File: config.mk
export PLATFORM = sky130hd
export DESIGN_NAME = load_switch_supervisor
export DESIGN_NICKNAME = d
export VERILOG_FILES = /design/src/rtl/lss_pkg.sv /design/src/rtl/lss_en_decode.sv /design/src/rtl/lss_timer.sv /design/src/rtl/lss_fsm.sv /design/src/rtl/load_switch_supervisor.sv
export SDC_FILE = /design/constraint.sdc
export NUM_CORES = 1
export LEC_CHECK = 0
export BUFFER_PORTS_ARGS = -buffer_cell sky130_fd_sc_hd__clkbuf_2
export CAP_MARGIN = 0
export CORE_ASPECT_RATIO = 1.2
export CORE_MARGIN = 10
export CORE_UTILIZATION = 25
export DETAILED_ROUTE_END_ITERATION = 8
export PLACE_DENSITY = 0.43
export REMOVE_ABC_BUFFERS = 1
export SLEW_MARGIN = 10
export SYNTH_ARGS = -nofsm -noshare
export SYNTH_HDL_FRONTEND = slang
export SYNTH_SLANG_ARGS = --single-unit
File: constraint.sdc
create_clock -name clk_i -period 3 [get_ports clk_i]
set_input_delay 0.3 -clock clk_i [delete_from_list [all_inputs] [get_ports clk_i]]
set_output_delay 0.3 -clock clk_i [all_outputs]
set_load 0.1 [all_outputs]
File: src/rtl/lss_pkg.sv
package lss_pkg;
  typedef enum logic [2:0] {
    ST_OFF   = 3'd0,
    ST_ON    = 3'd1,
    ST_BLANK = 3'd2,
    ST_FWAIT = 3'd3,
    ST_THERM = 3'd4,
    ST_UVLO  = 3'd5
  } lss_state_e;
endpackage

File: src/rtl/lss_en_decode.sv
module lss_en_decode #(
  parameter bit EN_ACTIVE_HIGH = 1'b1
) (
  input  logic en_i,
  output logic en_act_o
);
  generate
    if (EN_ACTIVE_HIGH) begin : g_high
      assign en_act_o = en_i;
    end else begin : g_low
      assign en_act_o = ~en_i;
    end
  endgenerate
endmodule

File: src/rtl/lss_timer.sv
module lss_timer #(
  parameter int unsigned LIMIT = 16
) (
  input  logic clk_i,
  input  logic rst_ni,
  input  logic run_i,
  output logic done_o
);
  localparam int unsigned CW = (LIMIT < 2) ? 1 : $clog2(LIMIT + 1);
  localparam logic [CW-1:0] LAST = CW'(LIMIT - 1);

  logic [CW-1:0] cnt_q;

  assign done_o = run_i && (cnt_q == LAST);

  // count only while running; any pause or expiry restarts from zero
  always_ff @(posedge clk_i or negedge rst_ni) begin
    if (!rst_ni)                 cnt_q <= '0;
    else if (run_i && !done_o)   cnt_q <= cnt_q + 1'b1;
    else                         cnt_q <= '0;
  end

  p_cnt_bound_r5: assert property (@(posedge clk_i) disable iff (!rst_ni)
    cnt_q <= LAST);

  p_pause_clears_r4: assert property (@(posedge clk_i) disable iff (!rst_ni)
    !run_i |=> cnt_q == '0);
endmodule

File: src/rtl/lss_fsm.sv
module lss_fsm
  import lss_pkg::*;
(
  input  logic clk_i,
  input  logic rst_ni,
  input  logic en_act_i,
  input  logic ilim_i,
  input  logic uvlo_i,
  input  logic otemp_i,
  input  logic blank_done_i,
  input  logic rst_done_i,
  output logic blank_run_o,
  output logic rst_run_o,
  output logic sw_on_o,
  output logic fault_n_o
);
  lss_state_e state_q, state_d;

  always_comb begin
    state_d = state_q;
    if (!en_act_i) begin
      state_d = ST_OFF;
    end else begin
      unique case (state_q)
        ST_OFF, ST_UVLO, ST_THERM: begin
          if (uvlo_i)       state_d = ST_UVLO;
          else if (otemp_i) state_d = ST_THERM;
          else              state_d = ST_ON;
        end
        ST_ON: begin
          if (uvlo_i)       state_d = ST_UVLO;
          else if (otemp_i) state_d = ST_THERM;
          else if (ilim_i)  state_d = ST_BLANK;
        end
        ST_BLANK: begin
          if (uvlo_i)            state_d = ST_UVLO;
          else if (otemp_i)      state_d = ST_THERM;
          else if (!ilim_i)      state_d = ST_ON;
          else if (blank_done_i) state_d = ST_FWAIT;
        end
        ST_FWAIT: begin
          if (rst_done_i) begin
            if (uvlo_i)       state_d = ST_UVLO;
            else if (otemp_i) state_d = ST_THERM;
            else              state_d = ST_ON;
          end
        end
        default: state_d = ST_OFF;
      endcase
    end
  end

  always_ff @(posedge clk_i or negedge rst_ni) begin
    if (!rst_ni) state_q <= ST_OFF;
    else         state_q <= state_d;
  end

  assign blank_run_o = (state_q == ST_BLANK);
  assign rst_run_o   = (state_q == ST_FWAIT);
  assign sw_on_o     = (state_q == ST_ON) || (state_q == ST_BLANK);
  assign fault_n_o   = !((state_q == ST_FWAIT) || (state_q == ST_THERM) ||
                         (state_q == ST_UVLO));

  p_off_when_disabled_r2: assert property (@(posedge clk_i) disable iff (!rst_ni)
    !en_act_i |=> !sw_on_o && fault_n_o);

  p_blank_holds_r4: assert property (@(posedge clk_i) disable iff (!rst_ni)
    state_q == ST_ON && en_act_i && ilim_i && !uvlo_i && !otemp_i
    |=> sw_on_o && fault_n_o);

  p_trip_r5: assert property (@(posedge clk_i) disable iff (!rst_ni)
    blank_done_i && en_act_i && ilim_i && !uvlo_i && !otemp_i
    |=> !sw_on_o && !fault_n_o);

  p_restart_r6: assert property (@(posedge clk_i) disable iff (!rst_ni)
    rst_done_i && en_act_i && !uvlo_i && !otemp_i |=> sw_on_o && fault_n_o);

  p_uvlo_off_r8: assert property (@(posedge clk_i) disable iff (!rst_ni)
    en_act_i && uvlo_i |=> !sw_on_o && !fault_n_o);

  p_therm_off_r9: assert property (@(posedge clk_i) disable iff (!rst_ni)
    en_act_i && otemp_i |=> !sw_on_o && !fault_n_o);
endmodule

File: src/rtl/load_switch_supervisor.sv
module load_switch_supervisor #(
  parameter bit          EN_ACTIVE_HIGH = 1'b1,
  parameter int unsigned BLANK_CYCLES   = 2_500_000,
  parameter int unsigned RESTART_CYCLES = 17_500_000
) (
  input  logic clk_i,
  input  logic rst_ni,
  input  logic en_i,
  input  logic ilim_i,
  input  logic uvlo_i,
  input  logic otemp_i,
  output logic sw_on_o,
  output logic fault_n_o
);
  logic en_act, blank_run, blank_done, rst_run, rst_done;

  lss_en_decode #(.EN_ACTIVE_HIGH(EN_ACTIVE_HIGH)) u_en (
    .en_i    (en_i),
    .en_act_o(en_act)
  );

  lss_timer #(.LIMIT(BLANK_CYCLES)) u_blank (
    .clk_i (clk_i),
    .rst_ni(rst_ni),
    .run_i (blank_run),
    .done_o(blank_done)
  );

  lss_timer #(.LIMIT(RESTART_CYCLES)) u_restart (
    .clk_i (clk_i),
    .rst_ni(rst_ni),
    .run_i (rst_run),
    .done_o(rst_done)
  );

  lss_fsm u_fsm (
    .clk_i       (clk_i),
    .rst_ni      (rst_ni),
    .en_act_i    (en_act),
    .ilim_i      (ilim_i),
    .uvlo_i      (uvlo_i),
    .otemp_i     (otemp_i),
    .blank_done_i(blank_done),
    .rst_done_i  (rst_done),
    .blank_run_o (blank_run),
    .rst_run_o   (rst_run),
    .sw_on_o     (sw_on_o),
    .fault_n_o   (fault_n_o)
  );

  p_reset_idle_r1: assert property (@(posedge clk_i)
    !rst_ni |-> !sw_on_o && fault_n_o);
endmodule

==> reports/qor.tcl <==
set qor(track_usage_pct) 7.769
set qor(via_count) 1880
set qor(synthesis.area_sq_um) 2559
set qor(drc) 0
set qor(status) {finished with violations}
set qor(tritoncts_num_sinks) 50
set qor(io_buffers) 7
set qor(crit_path_end_kind) {register}
set qor(fp-row-count) 40
set qor(sum_of_negative_setup_slack_ns) 0
set qor(worst-r2r-cell-count) 7
set qor(die-height_um) 130.8
set qor(synth.yosys.seq_area_share_pct) 48.90
set qor(post_cts_resize_count) 0
set qor(timing.final.crit_period_ns) 2.097
set qor(first_global_vias) 1925
set qor(coreArea_sq_um) 10010
set qor(routed_via_density) 4.585
set qor(failed_checks) {hold timing}
set qor(grt_setup_unrepaired) {no}
set qor(filler_cell_count) 1090
set qor(synth_cells) 271
set qor(clk_path_buf_depth) 2
set qor(min_period_over_period_pct) 69.91
set qor(postSynthAreaPerCell_sq_um) 9.442
set qor(area_delta_synth_final_pct) 14.38
set qor(worst_ep_required_time_ns) 3.18
set qor(ys_ff_latch) 50
set qor(drt-wirelength-per-cell_um) 13.27
set qor(floorplan.die.width_um) 112.4
set qor(maxSlewViolCount) 0
set qor(synth_cell_type_count) 35
set qor(timing.final.setup_violations) 0
set qor(kind_of_critical_path) {register to register}
set qor(cts.reportedPaths.clkPinSlew_ns) 0.07
set qor(hpwlAfterDp_um) 3892
set qor(wire_length_of_the_first_global_routing_pass_um) 9549
set qor(max_slew.worst_pin.slew_ns) 0.5734
set qor(max_slew_margin_pct) 61.77
set qor(ioPinCount) 8
set qor(final_core_util_pct) 29.24
set qor(largest_net_degree_at_the_start_of_global_routing) 24
set qor(yosysWarnings) 0
set qor(count_of_maximum_capacitance_violations) 0
set qor(ctsHoldBuffers) 0
set qor(die_footprint_sq_um) 14700
set qor(start_kind) {register}
set qor(initial_utilization_pct) 25.56
set qor(ratio_of_cells_with_drive_above_1_in_the_final_layout_pct) 8.451
set qor(antenna_violations_before_repair) 0
set qor(detailedRoute.firstPassIterationCount) 4
set qor(drt_iter0_markers) 66
set qor(cts-htree-levels) 2
set qor(hold_ws_ns) -0.01227
set qor(max-vdd-ir-drop_mv) 0.1769
set qor(post_cts_setup_buffers) 0
set qor(post_dp_cell_area_sq_um) 2758
set qor(hp-class) {input pin to asynchronous set/reset pin}
set qor(crit_arrival_ns) 2.27
set qor(critPathMaxFanout) 18
set qor(clock-root-buffer) {sky130_fd_sc_hd__clkbuf_16}
set qor(gp_routability_congestion) 0.7520
set qor(clk_latency_ns) 0.29
set qor(antenna_left) 0
set qor(diodes) 0
set qor(layout.cell_area.non_filler_sq_um) 2927
set qor(p_per_area_nw_per_um2) 474.9
set qor(routed_wl_um) 5439
set qor(finalNetCount) 291
set qor(globalRouteOverflowTotal) 0
set qor(cts_buffers) 5
set qor(cts_tree) {built}
set qor(power_leakage_nw) 1.065
set qor(worst_clk_skew_ns) 0.006051
set qor(endpoints_failing_hold) 21
set qor(fmax_mhz) 476.8
[power breakdown]
part	internal [mW]	switching, mW
logic	0.0128	0.0444
registers	0.676	0.00471
clock network	0.395	0.256
[cell usage in the layout (no fill, tap or decap), types with 2 or more instances in the layout]
master,count
sky130_fd_sc_hd__nor2b_1,2
sky130_fd_sc_hd__xnor2_1,28
sky130_fd_sc_hd__and3_1,4
sky130_fd_sc_hd__buf_4,5
sky130_fd_sc_hd__dfrtp_1,50
sky130_fd_sc_hd__nor3_1,13
sky130_fd_sc_hd__ha_1,2
sky130_fd_sc_hd__nand4_1,15
sky130_fd_sc_hd__or3_1,3
sky130_fd_sc_hd__nand2_1,18
sky130_fd_sc_hd__nand3_1,16
sky130_fd_sc_hd__and4_1,7
sky130_fd_sc_hd__a21oi_1,5
sky130_fd_sc_hd__clkbuf_2,7
sky130_fd_sc_hd__clkbuf_16,5
sky130_fd_sc_hd__xor2_1,13
sky130_fd_sc_hd__o21ai_0,4
sky130_fd_sc_hd__nor4_1,7
sky130_fd_sc_hd__inv_1,9
sky130_fd_sc_hd__nor2_1,52
[state kept, by name (all words and copies together) (netlist names)]
signal,flops
u_blank.cnt_q,22
u_fsm.state_q,3
u_restart.cnt_q,25
[Yosys cell counts]
master | number | area [sq um]
sky130_fd_sc_hd__a31oi_1 | 1 | 6.260
sky130_fd_sc_hd__inv_2 | 1 | 3.750
sky130_fd_sc_hd__nor2b_1 | 2 | 12.51
sky130_fd_sc_hd__inv_1 | 9 | 33.78
sky130_fd_sc_hd__o221ai_1 | 1 | 8.760
sky130_fd_sc_hd__and4_1 | 7 | 61.31
sky130_fd_sc_hd__and4b_1 | 1 | 10.01
sky130_fd_sc_hd__and2_1 | 1 | 6.260
sky130_fd_sc_hd__ha_1 | 2 | 25.02
sky130_fd_sc_hd__o21bai_1 | 1 | 7.510
sky130_fd_sc_hd__xor2_1 | 13 | 113.9
sky130_fd_sc_hd__clkbuf_1 | 3 | 11.26
sky130_fd_sc_hd__a21oi_1 | 5 | 25.02
sky130_fd_sc_hd__and3_1 | 4 | 25.02
sky130_fd_sc_hd__nand2_1 | 18 | 67.56
sky130_fd_sc_hd__nand4_1 | 15 | 93.84
sky130_fd_sc_hd__o41ai_4 | 1 | 27.53
sky130_fd_sc_hd__o41ai_1 | 1 | 8.760
sky130_fd_sc_hd__o31ai_1 | 1 | 7.510
sky130_fd_sc_hd__o21ai_0 | 4 | 20.02
sky130_fd_sc_hd__nand2b_1 | 1 | 6.260
sky130_fd_sc_hd__o211ai_1 | 1 | 7.510
sky130_fd_sc_hd__buf_2 | 4 | 20.02
sky130_fd_sc_hd__or3_1 | 3 | 18.77
sky130_fd_sc_hd__or4_4 | 1 | 11.26
sky130_fd_sc_hd__dfrtp_1 | 50 | 1251
sky130_fd_sc_hd__nand3_1 | 16 | 80.08
sky130_fd_sc_hd__nor4b_1 | 1 | 8.760
sky130_fd_sc_hd__xnor2_1 | 28 | 245.2
sky130_fd_sc_hd__mux2i_1 | 1 | 10.01
sky130_fd_sc_hd__nor3_1 | 13 | 65.06
sky130_fd_sc_hd__nor4_1 | 7 | 43.79
sky130_fd_sc_hd__o221a_2 | 1 | 11.26
sky130_fd_sc_hd__and3b_1 | 1 | 8.760
sky130_fd_sc_hd__nor2_1 | 52 | 195.2
[metal layers]
metal / track usage, % / part of all wire, % / vias to the layer above
met3: 1.642 / 2.7 / 10
met5: 0 / 0 / -
met4: 2.691 / 1.3 / 0
met2: 13.65 / 49 / 17
li1: - / - / 964
met1: 9.182 / 47 / 889
[critical path: stages, from the launching register on]
cell and delay [ns]:
sky130_fd_sc_hd__dfrtp_1 0.40, sky130_fd_sc_hd__ha_1 0.22, sky130_fd_sc_hd__and4_1 0.35, sky130_fd_sc_hd__and4_1 0.27, sky130_fd_sc_hd__nand2_1 0.12, sky130_fd_sc_hd__nand2_1 0.24
sky130_fd_sc_hd__buf_4 0.29, sky130_fd_sc_hd__nor2_1 0.08
[final timing paths]
check,from,slack (ns),endpoint
hold / removal,rst_ni,-0.01,u_blank.cnt_q[4]
min in group clk_i,en_i,0.29,u_fsm.state_q[0]
hold reg to reg,u_blank.cnt_q[0],0.48,u_blank.cnt_q[0]
setup / recovery,u_restart.cnt_q[0],0.90,u_restart.cnt_q[10]
setup reg to reg,u_restart.cnt_q[0],0.90,u_restart.cnt_q[10]
max in group asynchronous,rst_ni,2.38,u_restart.cnt_q[12]
[logic make-up (layout without fill, tap and decap cells)]
| logic type | Yosys count | in the layout | share of synthesized area, % |
|---|---|---|---|
| adders and majority gates | 2 | 2 | 0.9778 |
| xor gates and xnor gates | 41 | 41 | 14.03 |
| AOI/OAI and AO/OA | 17 | 17 | 5.086 |
| muxes | 1 | 1 | 0.3912 |
| buffers and inverters | 17 | 30 | 2.689 |
| DFF | 50 | 50 | 48.90 |
| and+or+nand+nor | 143 | 143 | 27.92 |
[stage by stage]
step / cells / hold WS [ns] / worst slack (ns) / power [mW]
finish: 410 / -0.01227 / 0.9028 / 1.390
global route: 410 / 0.03714 / 0.7294 / 1.443
CTS: 410 / 0.01375 / 0.8934 / 1.416
detailed placement: 402 / 0.3329 / 0.9125 / 0.7535
global placement: 402 / 0.3321 / 0.9167 / 0.7540
floorplan: 264 / 0.004409 / 0.5774 / 0.7239
[area by class of cell]
cell class              count  area (sq um)  share of cell area (%)
clock buffers               5         125.1                   4.275
clock inverters             3         43.79                   1.496
inverters                  10         37.54                   1.283
multi-input cells         204          1239                   42.33
flip-flops and latches     50          1251                   42.75
well taps                 126         157.7                   5.387
repair buffers             12         72.57                   2.480
No activity file was read; power rests on OpenSTA's default activity.
